**config.mk**
```make
export PLATFORM = sky130hd
export DESIGN_NAME = cpr_regif
export DESIGN_NICKNAME = d
export VERILOG_FILES = /design/src/rtl/cpr_pkg.sv /design/src/rtl/cpr_byte_fifo.sv /design/src/rtl/cpr_sticky_flag.sv /design/src/rtl/cpr_regif.sv
export SDC_FILE = /design/constraint.sdc
export NUM_CORES = 1
export LEC_CHECK = 0
export BUFFER_PORTS_ARGS = -buffer_cell sky130_fd_sc_hd__buf_2
export CORE_ASPECT_RATIO = 0.7
export CORE_MARGIN = 2
export CORE_UTILIZATION = 45
export DETAILED_ROUTE_END_ITERATION = 10
export GPL_TIMING_DRIVEN = 0
export PLACE_DENSITY = 0.7
export SLEW_MARGIN = 20
export SYNTH_ARGS = -nofsm -noshare
export SYNTH_HDL_FRONTEND = slang
export SYNTH_SLANG_ARGS = --single-unit
```
**constraint.sdc**
```tcl
create_clock -name clk -period 5.7 [get_ports clk]
set_clock_uncertainty 0.2 [all_clocks]
set_input_delay 0.57 -clock clk [delete_from_list [all_inputs] [get_ports clk]]
set_output_delay 0.57 -clock clk [all_outputs]
set_load 0.03 [all_outputs]
```
**src/rtl/cpr_pkg.sv**
```systemverilog
package cpr_pkg;
  localparam int unsigned DW = 32;
  localparam int unsigned BW = 8;
  localparam int unsigned STS_W = 5;

  localparam int unsigned OFS_CTRL   = 'h40;
  localparam int unsigned OFS_STATUS = 'h41;
  localparam int unsigned OFS_MSG    = 'h42;
  localparam int unsigned OFS_CAP    = 'h43;

  localparam int unsigned CTRL_TYPE_BIT = 0;
  localparam int unsigned CTRL_CLR_BIT  = 30;
  localparam int unsigned CTRL_EOM_BIT  = 29;
  localparam int unsigned STS_EVT_BIT   = 18;

  localparam logic [DW-1:0] CAP_BASE = 32'h0002_0002;

  typedef enum logic [2:0] {
    SEL_NONE,
    SEL_CTRL,
    SEL_STATUS,
    SEL_MSG,
    SEL_CAP
  } reg_sel_e;
endpackage

```
**src/rtl/cpr_byte_fifo.sv**
```systemverilog
module cpr_byte_fifo #(
  parameter int unsigned W     = 8,
  parameter int unsigned DEPTH = 4
) (
  input  logic         clk,
  input  logic         rst_n,
  input  logic         push,
  input  logic [W-1:0] push_data,
  input  logic         pop,
  output logic [W-1:0] head,
  output logic         not_empty,
  output logic         full
);
  localparam int unsigned PW = (DEPTH > 1) ? $clog2(DEPTH) : 1;
  localparam int unsigned CW = $clog2(DEPTH + 1);

  logic [W-1:0]  mem [DEPTH];
  logic [PW-1:0] wr_ptr, wr_ptr_nxt, rd_ptr, rd_ptr_nxt;
  logic [CW-1:0] count, count_nxt;
  logic          push_ok, pop_ok;

  assign full      = (count == CW'(DEPTH));
  assign not_empty = (count != '0);
  assign push_ok   = push && !full;
  assign pop_ok    = pop && not_empty;
  assign head      = mem[rd_ptr];

  always_comb begin
    wr_ptr_nxt = wr_ptr;
    rd_ptr_nxt = rd_ptr;
    count_nxt  = count;
    if (push_ok) wr_ptr_nxt = (wr_ptr == PW'(DEPTH - 1)) ? '0 : wr_ptr + 1'b1;
    if (pop_ok)  rd_ptr_nxt = (rd_ptr == PW'(DEPTH - 1)) ? '0 : rd_ptr + 1'b1;
    if (push_ok && !pop_ok)      count_nxt = count + 1'b1;
    else if (pop_ok && !push_ok) count_nxt = count - 1'b1;
  end

  always_ff @(posedge clk or negedge rst_n) begin
    if (!rst_n) begin
      wr_ptr <= '0;
      rd_ptr <= '0;
      count  <= '0;
    end else begin
      wr_ptr <= wr_ptr_nxt;
      rd_ptr <= rd_ptr_nxt;
      count  <= count_nxt;
    end
  end

  always_ff @(posedge clk) begin
    if (push_ok) mem[wr_ptr] <= push_data;
  end


  fifo_count_bound_chk: assert property (@(posedge clk) disable iff (!rst_n)
    count <= CW'(DEPTH));


  full_push_dropped_chk: assert property (@(posedge clk) disable iff (!rst_n)
    (push && full && !pop) |=> full);


  empty_pop_ignored_chk: assert property (@(posedge clk) disable iff (!rst_n)
    (pop && !not_empty && !push) |=> !not_empty);
endmodule

```
**src/rtl/cpr_sticky_flag.sv**
```systemverilog
module cpr_sticky_flag (
  input  logic clk,
  input  logic rst_n,
  input  logic set,
  input  logic clr,
  output logic q
);
  logic q_nxt;

  always_comb q_nxt = set | (q & ~clr);

  always_ff @(posedge clk or negedge rst_n) begin
    if (!rst_n) q <= 1'b0;
    else        q <= q_nxt;
  end


  flag_set_chk: assert property (@(posedge clk) disable iff (!rst_n)
    set |=> q);


  flag_clear_chk: assert property (@(posedge clk) disable iff (!rst_n)
    (clr && !set) |=> !q);
endmodule

```
**src/rtl/cpr_regif.sv**
```systemverilog
module cpr_regif
  import cpr_pkg::*;
#(
  parameter int unsigned ADDR_W    = 8,
  parameter int unsigned MSG_DEPTH = 4
) (
  input  logic              clk,
  input  logic              rst_n,
  input  logic              wr_en,
  input  logic              rd_en,
  input  logic [ADDR_W-1:0] addr,
  input  logic [31:0]       wdata,
  output logic [31:0]       rdata,
  output logic              rvalid,
  output logic              stream_type,
  output logic              eom_pulse,
  input  logic              evt_irq,
  input  logic [4:0]        eng_status,
  input  logic              cfg_repeater,
  output logic [7:0]        in_data,
  output logic              in_valid,
  input  logic              in_pop,
  input  logic              out_push,
  input  logic [7:0]        out_data,
  output logic              out_full,
  output logic              msg_ovf
);
  reg_sel_e      sel;
  logic          wr_ctrl, wr_msg, rd_msg;
  logic          clr_evt, eom_cmd;
  logic          evt_q, in_full, out_ne;
  logic [BW-1:0] out_head;
  logic [DW-1:0] rd_word, rdata_nxt;
  logic          type_nxt;
  logic          unused_wdata;

  assign unused_wdata = ^{wdata[31], wdata[28:BW]};

  always_comb begin
    if      (addr == ADDR_W'(OFS_CTRL))   sel = SEL_CTRL;
    else if (addr == ADDR_W'(OFS_STATUS)) sel = SEL_STATUS;
    else if (addr == ADDR_W'(OFS_MSG))    sel = SEL_MSG;
    else if (addr == ADDR_W'(OFS_CAP))    sel = SEL_CAP;
    else                                  sel = SEL_NONE;
  end

  assign wr_ctrl = wr_en && (sel == SEL_CTRL);
  assign wr_msg  = wr_en && (sel == SEL_MSG);
  assign rd_msg  = rd_en && (sel == SEL_MSG);
  assign clr_evt = wr_ctrl && wdata[CTRL_CLR_BIT];
  assign eom_cmd = wr_ctrl && wdata[CTRL_EOM_BIT];

  cpr_sticky_flag u_evt_flag (
    .clk(clk), .rst_n(rst_n), .set(evt_irq), .clr(clr_evt), .q(evt_q)
  );

  cpr_sticky_flag u_ovf_flag (
    .clk(clk), .rst_n(rst_n), .set(wr_msg && in_full), .clr(eom_cmd), .q(msg_ovf)
  );

  cpr_byte_fifo #(.W(BW), .DEPTH(MSG_DEPTH)) u_in_fifo (
    .clk(clk), .rst_n(rst_n), .push(wr_msg), .push_data(wdata[BW-1:0]),
    .pop(in_pop), .head(in_data), .not_empty(in_valid), .full(in_full)
  );

  cpr_byte_fifo #(.W(BW), .DEPTH(MSG_DEPTH)) u_out_fifo (
    .clk(clk), .rst_n(rst_n), .push(out_push), .push_data(out_data),
    .pop(rd_msg), .head(out_head), .not_empty(out_ne), .full(out_full)
  );

  always_comb begin
    rd_word = '0;
    unique case (sel)
      SEL_CTRL:   rd_word[CTRL_TYPE_BIT] = stream_type;
      SEL_STATUS: begin
        rd_word[STS_W-1:0]  = eng_status;
        rd_word[STS_EVT_BIT] = evt_q;
      end
      SEL_MSG:    if (out_ne) rd_word[BW-1:0] = out_head;
      SEL_CAP:    rd_word = {CAP_BASE[DW-1:1], cfg_repeater};
      default:    rd_word = '0;
    endcase
  end

  always_comb begin
    rdata_nxt = rd_en ? rd_word : '0;
    type_nxt  = wr_ctrl ? wdata[CTRL_TYPE_BIT] : stream_type;
  end

  always_ff @(posedge clk or negedge rst_n) begin
    if (!rst_n) begin
      rdata       <= '0;
      rvalid      <= 1'b0;
      stream_type <= 1'b0;
      eom_pulse   <= 1'b0;
    end else begin
      rdata       <= rdata_nxt;
      rvalid      <= rd_en;
      stream_type <= type_nxt;
      eom_pulse   <= eom_cmd;
    end
  end


  rvalid_follows_read_chk: assert property (@(posedge clk) disable iff (!rst_n)
    rd_en |=> rvalid);


  rvalid_only_after_read_chk: assert property (@(posedge clk) disable iff (!rst_n)
    !rd_en |=> !rvalid);


  ctrl_upper_zero_chk: assert property (@(posedge clk) disable iff (!rst_n)
    (rd_en && sel == SEL_CTRL) |=> (rdata[31:1] == '0));


  empty_msg_read_zero_chk: assert property (@(posedge clk) disable iff (!rst_n)
    (rd_msg && !out_ne) |=> (rdata == '0));


  overflow_flag_chk: assert property (@(posedge clk) disable iff (!rst_n)
    (wr_msg && in_full) |=> msg_ovf);


  eom_single_chk: assert property (@(posedge clk) disable iff (!rst_n)
    (eom_pulse && !eom_cmd) |=> !eom_pulse);
endmodule

```
==> flow_summary.yaml <==
global_route:
  track_usage_pct: 15.1
  grtUsageMet1_pct: 20.9
  grt_pass1_vias: 2009
  grt_first_pass_wirelength_um: 10400
  met2_usage_pct: 22.3
  grt_max_degree: 30
  busiest_layer: "met2"
  use_met3_pct: 5.55
  antenna_found_initial: 0
  grt-ovfl-total: 0
sta:
  worst_pin_slew_ps: 682
  whs_ps: 73.1
  fmax_mhz: 351
  finalMaxSlewViolations: 0
  rsz0062_at_grt: "false"
  timing.final.crit_share_pct: 50.0
  hold_viol: 0
  tns_ps: 0
  setup-violations-final: 0
  relSlewSlack_pct: 54.5
  period_minus_slack_ps: 2850
clock_network:
  htreeDepth: 3
  clk_pin_slew_ps: 70
  cts_inserted_buffers: 9
  cts_tree: "yes"
  postCtsHoldBufs: 0
  post_cts_buffers: 0
  insertion_delay_ps: 330
  cts.path.max_buffers: 2
  root_buffer: "clkbuf_16"
  numClockSinks: 93
  cts-resized-gates: 0
finish:
  fin_area_um2: 4820
  antenna_cells: 0
  syn_to_final_growth_pct: 21.1
  finish.utilization_pct: 56.7
  drive_above_1_share_pct: 38.8
  nets: 405
critical_path:
  r2r_end: "u_out_fifo.count[2]"
  cp-end-kind: "flop"
  cp.required_ps: 5760
  r2r_cells: 8
  crit_fanout: 7
  startpoint_type: "input pin"
  critPathKind: "input pin to flop"
  worstPathArrival_ps: 2910
  r2r_start: "u_out_fifo.count[0]"
  r2r_slack_ps: 3270
job:
  maxCapViolCount: 0
logic_synthesis:
  synth_area_um2: 3980
  synth_seq_cells: 93
  ys_types: 44
  synthTopCellsByArea: "edfxtp_1, dfrtp_1, mux4_2"
  avgSynthCellArea_um2: 16.9
  yosysTopAreaCell: "edfxtp_1"
  synth_warnings: 0
  seq_area_frac_synth_pct: 66.5
  synthCells: 236
  synth_top_area_share_pct: 48.2
detailed_routing:
  finalWirelength_um: 6830
  avgViaCountPerCell: 4.71
  detail-route-antenna-nets: 0
  post-route-drc-count: 0
  via_count: 2143
  wire_per_inst_um: 15.0
  firstDrtPassIters: 4
  drt_iter0_markers: 120
die:
  rows: 28
  initial_core_util_pct: 46.8
  dieWidth_um: 116
  core_area_um2: 8510
  die_h_um: 82.7
  io_pins: 107
  dieArea_um2: 9630
placement:
  gp_congestion: 0.737
  port-buffer-count: 62
  hpwl_um: 4970
  place_area_um2: 4520
worst_hold_path:
  hp-class: "input pin to asynchronous set/reset pin"
outcome:
  outcome: "complete, no violations"
pwr:
  ir_worst_vdd_mv: 0.214
  p_leak_nw: 1.98
  p_total_mw: 1.90
  power_density_nw_per_um2: 394
-- final cells by class --
class / instances / area [µm²]
Inverter: 8 / 30.0
Timing Repair Buffer: 62 / 310
Buffer: 28 / 198
Tap cell: 120 / 150
Sequential cell: 93 / 2650
Clock buffer: 10 / 229
Fill cell: 672 / 3690
Clock inverter: 6 / 71.3
Multi-Input combinational cell: 128 / 1190
-- per-layer routing --
metal	vias up	share of wire [%]	wire length, µm
met3	6	6.8	464
met1	1045	46	3170
li1	1021	-	-
met4	0	1.1	75
met2	71	46	3130
met5	-	0	0
-- cells by family (layout without fill, tap and decap cells) --
| kind of cell | count (synthesis) | in the layout | synth area share (%) |
|---|---|---|---|
| flip-flops | 93 | 93 | 66.5 |
| AND/OR/NAND/NOR | 49 | 49 | 7.85 |
| buffers and inverters | 36 | 114 | 5.72 |
| AO/OA/AOI/OAI | 12 | 12 | 2.01 |
| multiplexers | 25 | 25 | 11.8 |
| other | 1 | 22 | 0.0941 |
| adder cells (fa/ha/maj) | 14 | 14 | 4.77 |
| XOR/XNOR | 6 | 6 | 1.32 |
-- worst max-delay path by stage --
stage,start,endpoint,depth (start not counted)
after detailed placement,addr[5],u_in_fifo.count[2],11
after floorplan,addr[5],u_in_fifo.count[2],10
after CTS,addr[5],u_in_fifo.count[2],11
after global routing,addr[5],u_in_fifo.count[2],11
after global placement,addr[5],u_in_fifo.count[2],11
final,addr[5],u_in_fifo.count[2],11
-- worst max-delay path, cell delays in order --
cell and delay [ps]:
buf_2 90, or4b_4 580, nor3b_2 280, and3_1 220
buf_6 130, ha_1 170, inv_1 60, fa_1 380
xor2_1 170, nor2_1 110, xor2_1 150
-- stage by stage --
stage,cells,setup WS (ps)
finish,455,2850
global route,455,2730
CTS,455,2850
detailed placement,439,2500
global placement,439,2530
floorplan,257,2780
-- synth_stat cells --
master    instances
nor2b_1           5
and4_1            1
nand3_1           1
nand4_1           2
mux4_2           16
nand4_4           1
o21ai_0           2
xnor2_1           2
conb_1            1
and4bb_1          1
mux2_4            2
nor3b_2           1
buf_6             1
o21ai_1           1
nor3b_1           1
o211ai_1          1
buf_2             2
buf_1             1
nor2_1           11
nand3b_1          1
or4b_4            1
clkbuf_1          2
nand2_1           7
fa_1              2
inv_1             8
nor2_4            1
ha_1             12
and3_1            2
xor2_1            4
a22oi_1           3
mux2_2            4
a32oi_1           1
nor4b_2           1
a21o_1            2
and2_1            8
mux2_1            3
or2_2             1
dfrtp_1          29
or3_1             2
nor3_1            1
o22ai_1           1
edfxtp_1         64
buf_4            22
a21oi_1           1
-- placed cells by master, fill, tap and decap left out, types with 3 or more instances in the layout --
master	count
a22oi_1	3
buf_2	64
mux2_2	4
buf_4	22
nor2_1	11
and2_1	8
edfxtp_1	64
ha_1	12
inv_1	8
xor2_1	4
conb_1	22
nand2_1	7
nor2b_1	5
clkbuf_16	9
mux4_2	16
mux2_1	3
clkbuf_1	3
dfrtp_1	29
-- registers in the layout, indices dropped and copies added (netlist names) --
| register | cells |
|---|---|
| eom_pulse | 1 |
| rdata | 10 |
| u_out_fifo.count | 3 |
| stream_type | 1 |
| u_in_fifo.rd_ptr | 2 |
| u_out_fifo.mem | 32 |
| u_evt_flag.q | 1 |
| u_in_fifo.mem | 32 |
| u_in_fifo.wr_ptr | 2 |
| u_out_fifo.wr_ptr | 2 |
| u_ovf_flag.q | 1 |
| u_out_fifo.rd_ptr | 2 |
| u_in_fifo.count | 3 |
| rvalid | 1 |
-- where the power goes --
part / switching, mW / leakage (nW) / total, mW / internal (mW)
clock: 0.244 / 0.140 / 0.588 / 0.343
sequential: 0.0486 / 0.951 / 0.862 / 0.814
combinational: 0.261 / 0.890 / 0.449 / 0.188
Power figures use the tool's default switching activity.
